$ cat config.mk
export PLATFORM = sky130hd
export DESIGN_NAME = chained_result_fifo
export DESIGN_NICKNAME = d
export VERILOG_FILES = /design/src/rtl/chained_result_fifo.sv
export SDC_FILE = /design/constraint.sdc
export NUM_CORES = 1
export LEC_CHECK = 0
export ABC_AREA = 0
export ABC_CLOCK_PERIOD_IN_PS = 5700
export BUFFER_PORTS_ARGS = -buffer_cell sky130_fd_sc_hd__buf_4
export CAP_MARGIN = 25
export CORE_MARGIN = 1.5
export CORE_UTILIZATION = 55
export DETAILED_ROUTE_END_ITERATION = 7
export PLACE_DENSITY = 0.81
export SETUP_SLACK_MARGIN = 0.2
export SLEW_MARGIN = 20
export SYNTH_ARGS = -nofsm -noshare
export SYNTH_HDL_FRONTEND = slang
export SYNTH_SLANG_ARGS = --single-unit
$ cat constraint.sdc
create_clock -name clk -period 5.7 [get_ports clk]
set_input_delay 0 -clock clk [delete_from_list [all_inputs] [get_ports clk]]
set_output_delay 0 -clock clk [all_outputs]
set_load 0.1 [all_outputs]
$ cat src/rtl/chained_result_fifo.sv
module chained_result_fifo #(
  parameter int N  = 8,
  parameter int W  = 16,
  localparam int IW = $clog2(N)
) (
  input  logic          clk,
  input  logic          rst_n,
  input  logic          clr,
  input  logic [N-1:0]  link_en,
  input  logic          wr_en,
  input  logic [IW-1:0] wr_idx,
  input  logic [W-1:0]  wr_data,
  input  logic          rd_en,
  input  logic [IW-1:0] rd_idx,
  output logic [W-1:0]  rd_data,
  output logic          rd_valid,
  output logic          ovf
);

  logic [N-1:0] cfg, valid, lo, up, wsel, pop, mv, leave, accept, in_mv;
  logic [W-1:0] data [N];
  logic         ovf_d;

  assign lo    = {cfg[N-1:1], 1'b0};
  assign up    = {1'b0, cfg[N-1:1]};
  assign in_mv = {1'b0, mv[N-1:1]};

  always_comb begin
    for (int i = 0; i < N; i++) begin
      wsel[i] = wr_en && (wr_idx == IW'(i)) && !up[i];
      pop[i]  = rd_en && (rd_idx == IW'(i)) && valid[i] && !lo[i];
      if (i == 0) mv[i] = 1'b0;
      else        mv[i] = valid[i] && lo[i] && (!valid[i-1] || leave[i-1]);
      leave[i]  = pop[i] || mv[i];
      accept[i] = wsel[i] && (!lo[i] || !valid[i] || leave[i]);
    end
  end

  assign ovf_d    = |(wsel & lo & valid & ~leave);
  assign rd_data  = data[rd_idx];
  assign rd_valid = valid[rd_idx] && !lo[rd_idx];

  always_ff @(posedge clk or negedge rst_n) begin
    if (!rst_n) begin
      valid <= '0;
      cfg   <= '0;
      ovf   <= 1'b0;
    end else if (clr) begin
      valid <= '0;
      cfg   <= link_en;
      ovf   <= 1'b0;
    end else begin
      ovf <= ovf_d;
      for (int i = 0; i < N; i++) begin
        if (accept[i])     valid[i] <= 1'b1;
        else if (in_mv[i]) valid[i] <= 1'b1;
        else if (leave[i]) valid[i] <= 1'b0;
      end
    end
  end

  always_ff @(posedge clk) begin
    for (int i = 0; i < N; i++) begin
      if (accept[i])                 data[i] <= wr_data;
      else if (in_mv[i] && i < N-1)  data[i] <= data[(i+1) % N];
    end
  end

  p_ovf_after_write_r4: assert property (@(posedge clk) disable iff (!rst_n)
    ovf |-> $past(wr_en));

  p_no_overflow_standalone_r5: assert property (@(posedge clk) disable iff (!rst_n)
    (wr_en && !lo[wr_idx] && !up[wr_idx] && !clr) |=> !ovf);

  p_no_overflow_ignored_r6: assert property (@(posedge clk) disable iff (!rst_n)
    (wr_en && up[wr_idx] && !clr) |=> !ovf);

  p_layout_held_r9: assert property (@(posedge clk) disable iff (!rst_n)
    !clr |=> $stable(cfg));

  for (genvar g = 0; g < N; g++) begin : g_chk
    p_output_hold_r2: assert property (@(posedge clk) disable iff (!rst_n)
      (up[g] && !lo[g] && valid[g] && !clr && !(rd_en && rd_idx == IW'(g)))
      |=> (valid[g] && $stable(data[g])));
    if (g > 0) begin : g_lo
      p_no_gap_r3: assert property (@(posedge clk) disable iff (!rst_n)
        (lo[g] && valid[g] && !valid[g-1] && !clr) |=> valid[g-1]);
    end
  end

endmodule

==> reports/qor.yml, run 1 <==
routing:
  wl_um: 16400
  drt_first_iter_violations: 366
  routed_via_density: 6.26
  first_pass_iters: 5
  wl_per_cell_um: 22.9
  drc: 0
  via_count: 4475
  drtAntennaViolNets: 0
floorplanning:
  fp.dieH_um: 118
  io_pins: 53
  start_util: 0.570
  dieArea_um2: 13900
  core_um2: 12700
  rows: 41
  die-width_um: 118
yosys:
  ys_seq_area_frac: 0.585
  synth_ff_type: "edfxtp_1"
  synth_cell_type_count: 53
  syn-num-nets: 472
  synth-seq-cells: 144
  yosysWarnings: 0
  synthTopCellsByArea: "edfxtp_1 (53%), mux2_2 (18%), mux4_2 (9.9%)"
  synth_cells: 437
  synth_edf_count: 128
  syn_area_um2: 7250
  synth.avg_cell_area_um2: 16.6
  synth_top_area_frac: 0.530
  async_flop_share: 0.111
  yosys.cell_count.top_type: "edfxtp_1"
  yosysTopAreaCell: "edfxtp_1"
  synth_common_cells: "edfxtp_1 (128), mux2_2 (118), mux4_2 (32)"
clock_network:
  cts.sinks: 144
  cts.clk_slew.worst_paths_ns: 0.06
  h-tree-depth: 4
  ctsHoldBuffers: 36
  cts_setup_buffers: 0
  cts_buffers: 17
  cts_tree: "built"
  cts_resized: 0
  clk_latency_ns: 0.42
  cts-root-buf: "clkbuf_16"
  clock_path_buffers: 2
timing:
  fmax_mhz: 290
  finClkSkew_ns: 0.00595
  report.final.slew_viol_count: 0
  finalSetupViolCount: 0
  grt_setup_unrepaired: "false"
  post-route-min-period_ns: 3.44
  slew_headroom: 0.303
  worstMarginPinSlew_ns: 1.05
  finalHoldViolations: 0
  fin_crit_sh: 0.604
  timing.setup.tns_ns: 0
finish:
  drive_gt1_frac: 0.475
  nets: 566
  antennaDiodeCount: 0
  post-route-util: 0.694
  area_growth_pct: 21.7
  fill_cells: 842
outcome:
  status: "complete, no violations"
placement:
  hpwl_um: 9410
  gp_congestion: 0.871
  port_buffers: 51
global_routing:
  antenna_found_initial: 0
  grtUsageTotal: 0.249
  grt_max_degree: 47
  grt-ovfl-total: 0
  grt_pass1_vias: 4618
  grt_pass1_wl_um: 25900
worst_hold_path:
  hold_path_startpoint: "wr_idx[2]"
  hold_path_class: "in2reg"
worst_setup_path:
  worstSetupPathType: "in2reg"
  crit_path_max_fanout: 46
  end_kind: "flop"
  cp-startpoint: "rd_idx[0]"
  r2r_start: "cfg[3]$_DFFE_PN0P_"
  cp.required_ns: 5.80
  critPathArrivalTime_ns: 3.54
  cp-start-kind: "input port"
power:
  powerDensity_nw_per_um2: 307
  vdd_drop_max_v: 0.000273
  p_leak_nw: 3.04
  total_power_mw: 2.71
run:
  cap_violations: 0
[worst paths after layout]
path / to / cells past startpoint / slack (ns)
max in group asynchronous: valid[2]$_DFFE_PN0P_ / 3 / 4.47
worst min-delay path: valid[7]$_DFFE_PN0P_ / 3 / 0.03
worst max-delay path: data[5][3]$_DFFE_PP_ / 9 / 2.26
worst min register to register: data[5][12]$_DFFE_PP_ / 1 / 0.56
worst max register to register: data[5][3]$_DFFE_PP_ / 8 / 2.30
min in group asynchronous: cfg[5]$_DFFE_PN0P_ / 3 / 0.75
[power by group]
part | leakage, nW | total, mW | internal, mW | switching, mW
Combinational | 1.38 | 0.341 | 0.140 | 0.201
Sequential | 1.37 | 1.21 | 1.19 | 0.0193
Clock | 0.293 | 1.16 | 0.729 | 0.431
Total | 3.04 | 2.71 | 2.06 | 0.651
[sequential cells by signal, indices dropped and copies added, names as in the netlist]
register  count
valid         8
data        128
cfg           7
ovf           1
[placed cells by master (no fill, tap or decap), types with 3 or more instances in the layout]
cell	count
edfxtp_1	128
mux2_2	118
buf_4	60
dlygate4sd3_1	36
mux4_2	32
mux2_1	17
clkbuf_16	17
dfrtp_1	16
nor2_1	14
nand2_1	12
a31oi_1	8
nor3_1	5
a21oi_1	5
inv_1	4
o21ai_0	4
bufinv_16	4
nand2b_1	3
o41ai_1	3
nand3b_1	3
o21ai_1	3
clkinvlp_4	3
clkinv_4	3
[cells by family after synthesis]
kind of cell,Yosys count,synth area share
DFF,144,0.585
AOI/OAI and AO/OA,40,0.0390
and+or+nand+nor,60,0.0505
buffers and inverters,25,0.0152
muxes,168,0.310
[area by class of cell]
class / count / area (um^2) / area share
clock buffers: 17 / 425 / 0.0482
clock inverters: 14 / 191 / 0.0217
inverters: 4 / 15.0 / 0.00170
multi-input cells: 268 / 2930 / 0.332
flip-flops and latches: 144 / 4240 / 0.481
well taps: 172 / 215 / 0.0244
repair buffers: 96 / 811 / 0.0918
[per-layer routing]
metal	wire length [um]	global-route usage
met5	0	0
met4	371	0.0991
met3	1090	0.0460
met2	8120	0.402
met1	6820	0.339
[worst max-delay path, stage by stage]
cell     delay, ns
buf_4         0.61
or4bb_1       0.46
a22oi_2       0.28
nor4_2        0.14
nor4_4        0.83
buf_4         0.35
o21ai_2       0.32
o21ai_1       0.21
buf_4         0.30
[through the flow]
step / hold slack, ns / cell area, um^2 / worst slack (ns) / std cells
after floorplan: -0.296 / 7250 / 2.60 / 437
after global placement: -0.131 / 7840 / 1.60 / 648
after detailed placement: -0.125 / 7840 / 1.56 / 648
after CTS: 0.00113 / 8820 / 2.01 / 715
after global routing: 0.0317 / 8830 / 1.96 / 715
final: 0.0324 / 8830 / 2.26 / 715
Power figures use the tool's default switching activity.
==> inputs of run 2 (changes only) <==
--- a/config.mk
+++ b/config.mk
@@ -6,7 +6,7 @@
 export NUM_CORES = 1
 export LEC_CHECK = 0
 export ABC_AREA = 0
-export ABC_CLOCK_PERIOD_IN_PS = 5700
+export ABC_CLOCK_PERIOD_IN_PS = 3200
 export BUFFER_PORTS_ARGS = -buffer_cell sky130_fd_sc_hd__buf_4
 export CAP_MARGIN = 25
 export CORE_MARGIN = 1.5
==> constraint.sdc (replaced) <==
create_clock -name clk -period 3.2 [get_ports clk]
set_input_delay 0 -clock clk [delete_from_list [all_inputs] [get_ports clk]]
set_output_delay 0 -clock clk [all_outputs]
set_load 0.1 [all_outputs]
==> run 2 against run 1 <==
  * Hold slack gained 0.028 ns
  * Count of clock-buffer cells in the layout grew 3
  * Final area grew 0.41%
  * Critical endpoint is now data[5][9]$_DFFE_PP_
  * Clock skew is essentially flat
  * Combinational power grew 81%
  * Power grew 69%
  * Worst setup slack lost 1.8 ns
  * Global-route usage grew 0.80 points
  * Flip-flop and latch count is the same
  * Via count grew 0.96%
  * Sequential power grew 79%
==> reports/qor.yml, run 2 (same netlist as run 1, synthesis figures left out) <==
outcome:
  status: "complete, no violations"
timing:
  final.setup.worst_slack_ns: 0.424  # -1.83 ns
  slew_headroom: 0.366  # +0.0633
  fmax_mhz: 360
  finalSetupViolCount: 0  # unchanged
  fin_crit_sh: 0.868
  timing.setup.tns_ns: 0  # unchanged
  finalHoldViolations: 0  # unchanged
  post-route-min-period_ns: 2.78
  worstMarginPinSlew_ns: 0.938  # -0.107 ns
  grt_setup_unrepaired: "false"
  report.final.slew_viol_count: 0  # unchanged
  finClkSkew_ns: 0.00575  # -0.000196 ns
floorplanning:
  start_util: 0.570  # unchanged
  dieArea_um2: 13900  # unchanged
  core_um2: 12700  # unchanged
  die-width_um: 118  # unchanged
  rows: 41  # unchanged
  fp.dieH_um: 118  # unchanged
  io_pins: 53  # unchanged
worst_setup_path:
  rr_worst_depth: 7  # -1
  crit_path_max_fanout: 10  # -78%
  cp.required_ns: 3.36  # -2.44 ns
  reg2reg_to: "data[5][9]$_DFFE_PP_"
  worstSetupPathType: "reg2reg"
  critPathArrivalTime_ns: 2.94  # -0.60 ns
  rrSetupSlack_ns: 0.42  # -1.88 ns
  cp-start-kind: "flop"
  r2r_start: "cfg[1]$_DFFE_PN0P_"
  end_kind: "flop"
worst_hold_path:
  min_path_cells: 4  # +1
  hold_path_class: "in2reg"
  hold_end: "valid[0]$_DFFE_PN0P_"
  hold_path_startpoint: "rd_idx[0]"
routing:
  wl_per_cell_um: 23.1  # +0.76%
  first_pass_iters: 5  # unchanged
  wl_um: 16800  # +2.3%
  drtAntennaViolNets: 0  # unchanged
  drc: 0  # unchanged
  drt_first_iter_violations: 229  # -37%
  via_count: 4518  # +0.96%
  routed_via_density: 6.22  # -0.57%
power:
  p_leak_nw: 3.07  # +1.2%
  powerDensity_nw_per_um2: 518  # +69%
  vdd_drop_max_v: 0.000378  # +38%
finish:
  fin_cells: 726  # +1.5%
  reg.largest.list: "data x128, valid x8, cfg x7"
  largest_register_ffs: 128  # unchanged
  area_growth_pct: 22.2
  drive_gt1_frac: 0.475  # about the same
  antennaDiodeCount: 0  # unchanged
  largest-register: "data"
  final_cell_mix: "edfxtp_1 (128), mux2_2 (118), buf_4 (70), dlygate4sd3_1 (34), mux4_2 (32)"
  nets: 577  # +1.9%
  final_common_cell: "edfxtp_1"
placement:
  hpwl_um: 10300  # +9.3%
  dp_cells: 661  # +2.0%
  port_buffers: 51  # unchanged
  gp_congestion: 0.916  # +5.2%
  pre_cts_slack_ns: 0.313  # -1.25 ns
global_routing:
  antenna_found_initial: 0  # unchanged
  grt_pass1_vias: 4838  # +4.8%
  grt-ovfl-total: 0  # unchanged
  grt_pass1_wl_um: 26500  # +2.2%
  grtUsageTotal: 0.257  # +0.00805
  grt_max_degree: 29  # -38%
run:
  cap_violations: 0  # unchanged
clock_network:
  clk_latency_ns: 0.42  # about the same
  clock_path_buffers: 2  # unchanged
  cts.clk_slew.worst_paths_ns: 0.06  # about the same
  cts_setup_buffers: 0  # unchanged
  cts_tree: "built"
  h-tree-depth: 4  # unchanged
  cts-root-buf: "clkbuf_16"
  cts.sinks: 144  # unchanged
  cts_buffers: 17  # unchanged
## run 2: cell count changes in the layout (fill, tap and decap cells not counted), sizes merged
cell         before  now
clkbuf           17   20
bufinv            4    2
inv               5    4
clkinv            6    9
buf              60   73
clkinvlp          3    0
dlygate4sd3      36   34
## run 2: critical path, stage by stage, from the launching register on
cell     delay [ns]
dfrtp_1        0.42
nor2b_1        0.22
a22oi_2        0.13
nor4_2         0.56
nor4_4         0.17
o21ai_4        0.38
buf_4          0.28
mux2_1         0.35
## run 2: how the worst max path moves through the flow
stage | endpoint | from | cells after the start
6_report | data[5][9]$_DFFE_PP_ | cfg[1]$_DFFE_PN0P_ | 7
5_1_grt | data[5][6]$_DFFE_PP_ | cfg[1]$_DFFE_PN0P_ | 7
3_5_place_dp | data[5][0]$_DFFE_PP_ | cfg[1]$_DFFE_PN0P_ | 7
3_3_place_gp | data[5][6]$_DFFE_PP_ | rd_idx[2] | 8
2_1_floorplan | data[5][0]$_DFFE_PP_ | rd_idx[0] | 7
4_1_cts | data[5][0]$_DFFE_PP_ | cfg[1]$_DFFE_PN0P_ | 7
## run 2: area by class of cell
cell class	instances	area [um^2]
well taps	172	215
multi-input cells	268	2930
inverters	4	15.0
clock buffers	20	437
flip-flops and latches	144	4240
repair buffers	107	926
clock inverters	11	97.6
fillers	831	3860
## run 2: timing repair
action | in CTS | in global routing
endpoints found under the hold margin | 160 | 0
resized for setup | 0 | 2
endpoints found under the setup margin | 0 | 21
hold buffers | 34 | 0
## run 2: routing by layer
layer | GRT usage | vias to the layer above | share of wire
met4 | 0.123 | 0 | 0.035
li1 | - | 1997 | -
met1 | 0.329 | 2290 | 0.40
met2 | 0.422 | 184 | 0.50
met5 | 0 | - | 0
met3 | 0.0547 | 47 | 0.063
## run 2: stage by stage
stage / area (um^2) / power [mW] / utilization / hold WS, ns
floorplan: 7260 / 2.59 / - / -0.296
global placement: 7980 / 2.75 / 0.627 / -0.130
detailed placement: 7980 / 2.77 / 0.627 / -0.128
CTS: 8850 / 4.61 / 0.696 / 0.0508
global route: 8870 / 4.73 / 0.697 / 0.114
finish: 8870 / 4.59 / 0.697 / 0.0609
## run 2: report_power, final
part / total, mW / switching [mW] / internal, mW
registers: 2.16 / 0.0351 / 2.12
logic: 0.617 / 0.361 / 0.255
clock network: 1.82 / 0.702 / 1.12
==> inputs of run 3 (changes only) <==
--- a/config.mk
+++ b/config.mk
@@ -10,11 +10,11 @@
 export BUFFER_PORTS_ARGS = -buffer_cell sky130_fd_sc_hd__buf_4
 export CAP_MARGIN = 25
 export CORE_MARGIN = 1.5
-export CORE_UTILIZATION = 55
+export CORE_UTILIZATION = 27
 export DETAILED_ROUTE_END_ITERATION = 7
-export PLACE_DENSITY = 0.81
 export SETUP_SLACK_MARGIN = 0.2
 export SLEW_MARGIN = 20
 export SYNTH_ARGS = -nofsm -noshare
 export SYNTH_HDL_FRONTEND = slang
 export SYNTH_SLANG_ARGS = --single-unit
+export TNS_END_PERCENT = 100
==> run 3 against run 2 <==
  * Critical path depth stayed put
  * First-iteration DRC count up 7.0%
  * Clock skew is 0.00084 ns higher
  * Worst setup slack got worse by 0.055 ns
  * Core utilization shrank 35 points
  * Count of clock-buffer cells in the layout down 2
  * Sequential power is essentially flat
  * Sequential share of layout area is 1.5 points lower
  * Via count is 3.7% lower
  * Maximum frequency down 1.9%
==> reports/qor.yml, run 3 (same netlist as run 1, synthesis figures left out) <==
routing:
  routed_via_density: 4.91  # -21%
  first_pass_iters: 4  # -1
  drtAntennaViolNets: 0  # unchanged
  wl_per_cell_um: 19.8  # -14%
  via_count: 4353  # -3.7%
  drt_first_iter_violations: 245  # +7.0%
  drc: 0  # unchanged
  wl_um: 17500  # +4.5%
global_routing:
  grtUsageMet1: 0.169  # -0.160
  grt_pass1_wl_um: 28000  # +5.5%
  grtUsageTotal: 0.134  # -0.123
  groute.layer.met3.usage: 0.0288  # -0.0260
  grt-ovfl-total: 0  # unchanged
  grt_max_degree: 27  # -6.9%
  grt_most_used_layer: "met2"
  grtUsageMet2: 0.227  # -0.195
  grt_pass1_vias: 4833  # -0.10%
  antenna_found_initial: 0  # unchanged
placement:
  hpwl_um: 11300  # +9.4%
  placed_cell_area_um2: 8140  # +2.1%
  port_buffers: 51  # unchanged
  gp_congestion: 0.848  # -7.4%
  pre_cts_slack_ns: 0.240  # -0.0727 ns
finish:
  largest_register_ffs: 128  # unchanged
  reg.largest.list: "data x128, valid x8, cfg x7"
  final_area_um2: 9140  # +3.1%
  final_common_cell: "edfxtp_1"
  area_growth_pct: 26.0
  largest-register: "data"
  nets: 575  # -0.35%
  fill_cells: 2402  # +190%
  drive_gt1_frac: 0.483  # +0.00803
  antennaDiodeCount: 0  # unchanged
  post-route-util: 0.349  # -0.348
  final_cell_mix: "edfxtp_1 (128), mux2_2 (118), buf_4 (66), dlygate4sd3_1 (37), mux4_2 (32)"
clock_network:
  cts.sinks: 144  # unchanged
  h-tree-depth: 4  # unchanged
  cts.clk_slew.worst_paths_ns: 0.06  # about the same
  cts-root-buf: "clkbuf_16"
  cts_buffers: 17  # unchanged
  cts_setup_buffers: 0  # unchanged
  cts_tree: "built"
  clock_path_buffers: 2  # unchanged
  clk_latency_ns: 0.42  # about the same
floorplanning:
  rows: 59  # +44%
  io_pins: 53  # unchanged
  die-width_um: 167  # +42%
  core_um2: 26200  # +110%
  start_util: 0.277  # -0.293
  dieArea_um2: 27900  # +100%
  fp.dieH_um: 167  # +42%
worst_setup_path:
  worstSetupPathType: "reg2reg"
  r2r_start: "cfg[3]$_DFFE_PN0P_"
  rrSetupSlack_ns: 0.37  # -0.05 ns
  path_cells: "nand2_1 > nor4_2 > nor4_4 > buf_4 > o21ai_2 > buf_4 > mux2_2"
  slowest_stage: "nor4_2"
  crit_path_max_fanout: 22  # +12
  slowest_delay_ns: 0.57  # about the same
  critPathArrivalTime_ns: 3.00  # +0.06 ns
  cp.required_ns: 3.37  # about the same
  reg2reg_to: "data[5][1]$_DFFE_PP_"
  rr_worst_depth: 7  # unchanged
  cp-start-kind: "flop"
  end_kind: "flop"
  crit_top_cell: "buf_4"
timing:
  timing.setup.tns_ns: 0  # unchanged
  slew_headroom: 0.449  # +0.0825
  grt_setup_unrepaired: "false"
  final.setup.worst_slack_ns: 0.369  # -0.0547 ns
  post-route-min-period_ns: 2.83  # +0.0547 ns
  finalSetupViolCount: 0  # unchanged
  report.final.slew_viol_count: 0  # unchanged
  finalHoldViolations: 0  # unchanged
  fmax_mhz: 353  # -1.9%
  finClkSkew_ns: 0.00659  # +0.000841 ns
  worstMarginPinSlew_ns: 0.827  # -0.111 ns
  fin_crit_sh: 0.885  # +0.0171
power:
  power.switching_mw: 1.13  # +2.5%
  vdd_drop_max_v: 0.000283  # -25%
  total_power_mw: 4.87  # +6.0%
  comb_power_share: 0.127  # -0.007
  powerDensity_nw_per_um2: 532  # +2.8%
  clock_power_share: 0.430  # +0.034
  swShare: 0.231  # -0.00784
  pwr-share-seq: 0.443  # -0.026
  p_leak_nw: 3.10  # +0.82%
  internal_power_mw: 3.74  # +7.1%
outcome:
  status: "complete, no violations"
worst_hold_path:
  hold_path_startpoint: "rd_idx[0]"
  min_path_cells: 4  # unchanged
  hold_end: "valid[0]$_DFFE_PN0P_"
  hold_path_class: "in2reg"
run:
  cap_violations: 0  # unchanged
-- run 3: routing by layer --
layer	up-vias	wire length, um
li1	1992	-
met1	2230	7540
met2	104	8960
met3	27	696
met4	0	337
met5	-	0
-- run 3: through the flow --
step	std cells	hold WS, ns
detailed placement	819	-0.126
global placement	818	-0.130
floorplan	437	-0.296
global route	886	0.105
CTS	886	0.0545
finish	886	0.0677
-- run 3: repair_timing --
| item | in CTS | in global routing |
|---|---|---|
| resized for setup | 0 | 1 |
| hold endpoints to repair | 160 | 0 |
| setup endpoints to repair | 0 | 8 |
| hold buffers | 37 | 0 |
-- run 3: cell type report --
class	count	area, um^2	share of cell area
clock buffers	18	429	0.0469
clock inverters	12	193	0.0211
inverters	4	15.0	0.00164
multi-input cells	268	2940	0.322
flip-flops and latches	144	4240	0.464
well taps	335	419	0.0458
repair buffers	105	901	0.0985
-- run 3: power by group through the flow --
stage               combinational (mW)  clock, mW  sequential, mW
floorplan                        0.408          0            2.18
global placement                 0.567          0            2.19
detailed placement               0.583          0            2.19
CTS                              0.628       2.14            2.16
global route                     0.660       2.21            2.16
finish                           0.618       2.09            2.16
-- run 3: critical path, delay by kind of cell, from the launching register on --
kind / cells / cell delay, ns
AO/OA/AOI/OAI: 1 / 0.22
buffers and inverters: 2 / 0.60
AND/OR/NAND/NOR: 3 / 0.93
flip-flops: 1 / 0.45
multiplexers: 1 / 0.38
-- run 3: worst max path at each step --
stage / startpoint / endpoint
2_1_floorplan: rd_idx[0] / data[5][0]$_DFFE_PP_
3_3_place_gp: rd_idx[2] / data[5][9]$_DFFE_PP_
3_5_place_dp: rd_idx[2] / data[5][6]$_DFFE_PP_
4_1_cts: cfg[1]$_DFFE_PN0P_ / data[6][0]$_DFFE_PP_
5_1_grt: cfg[1]$_DFFE_PN0P_ / data[5][2]$_DFFE_PP_
6_report: cfg[3]$_DFFE_PN0P_ / data[5][1]$_DFFE_PP_
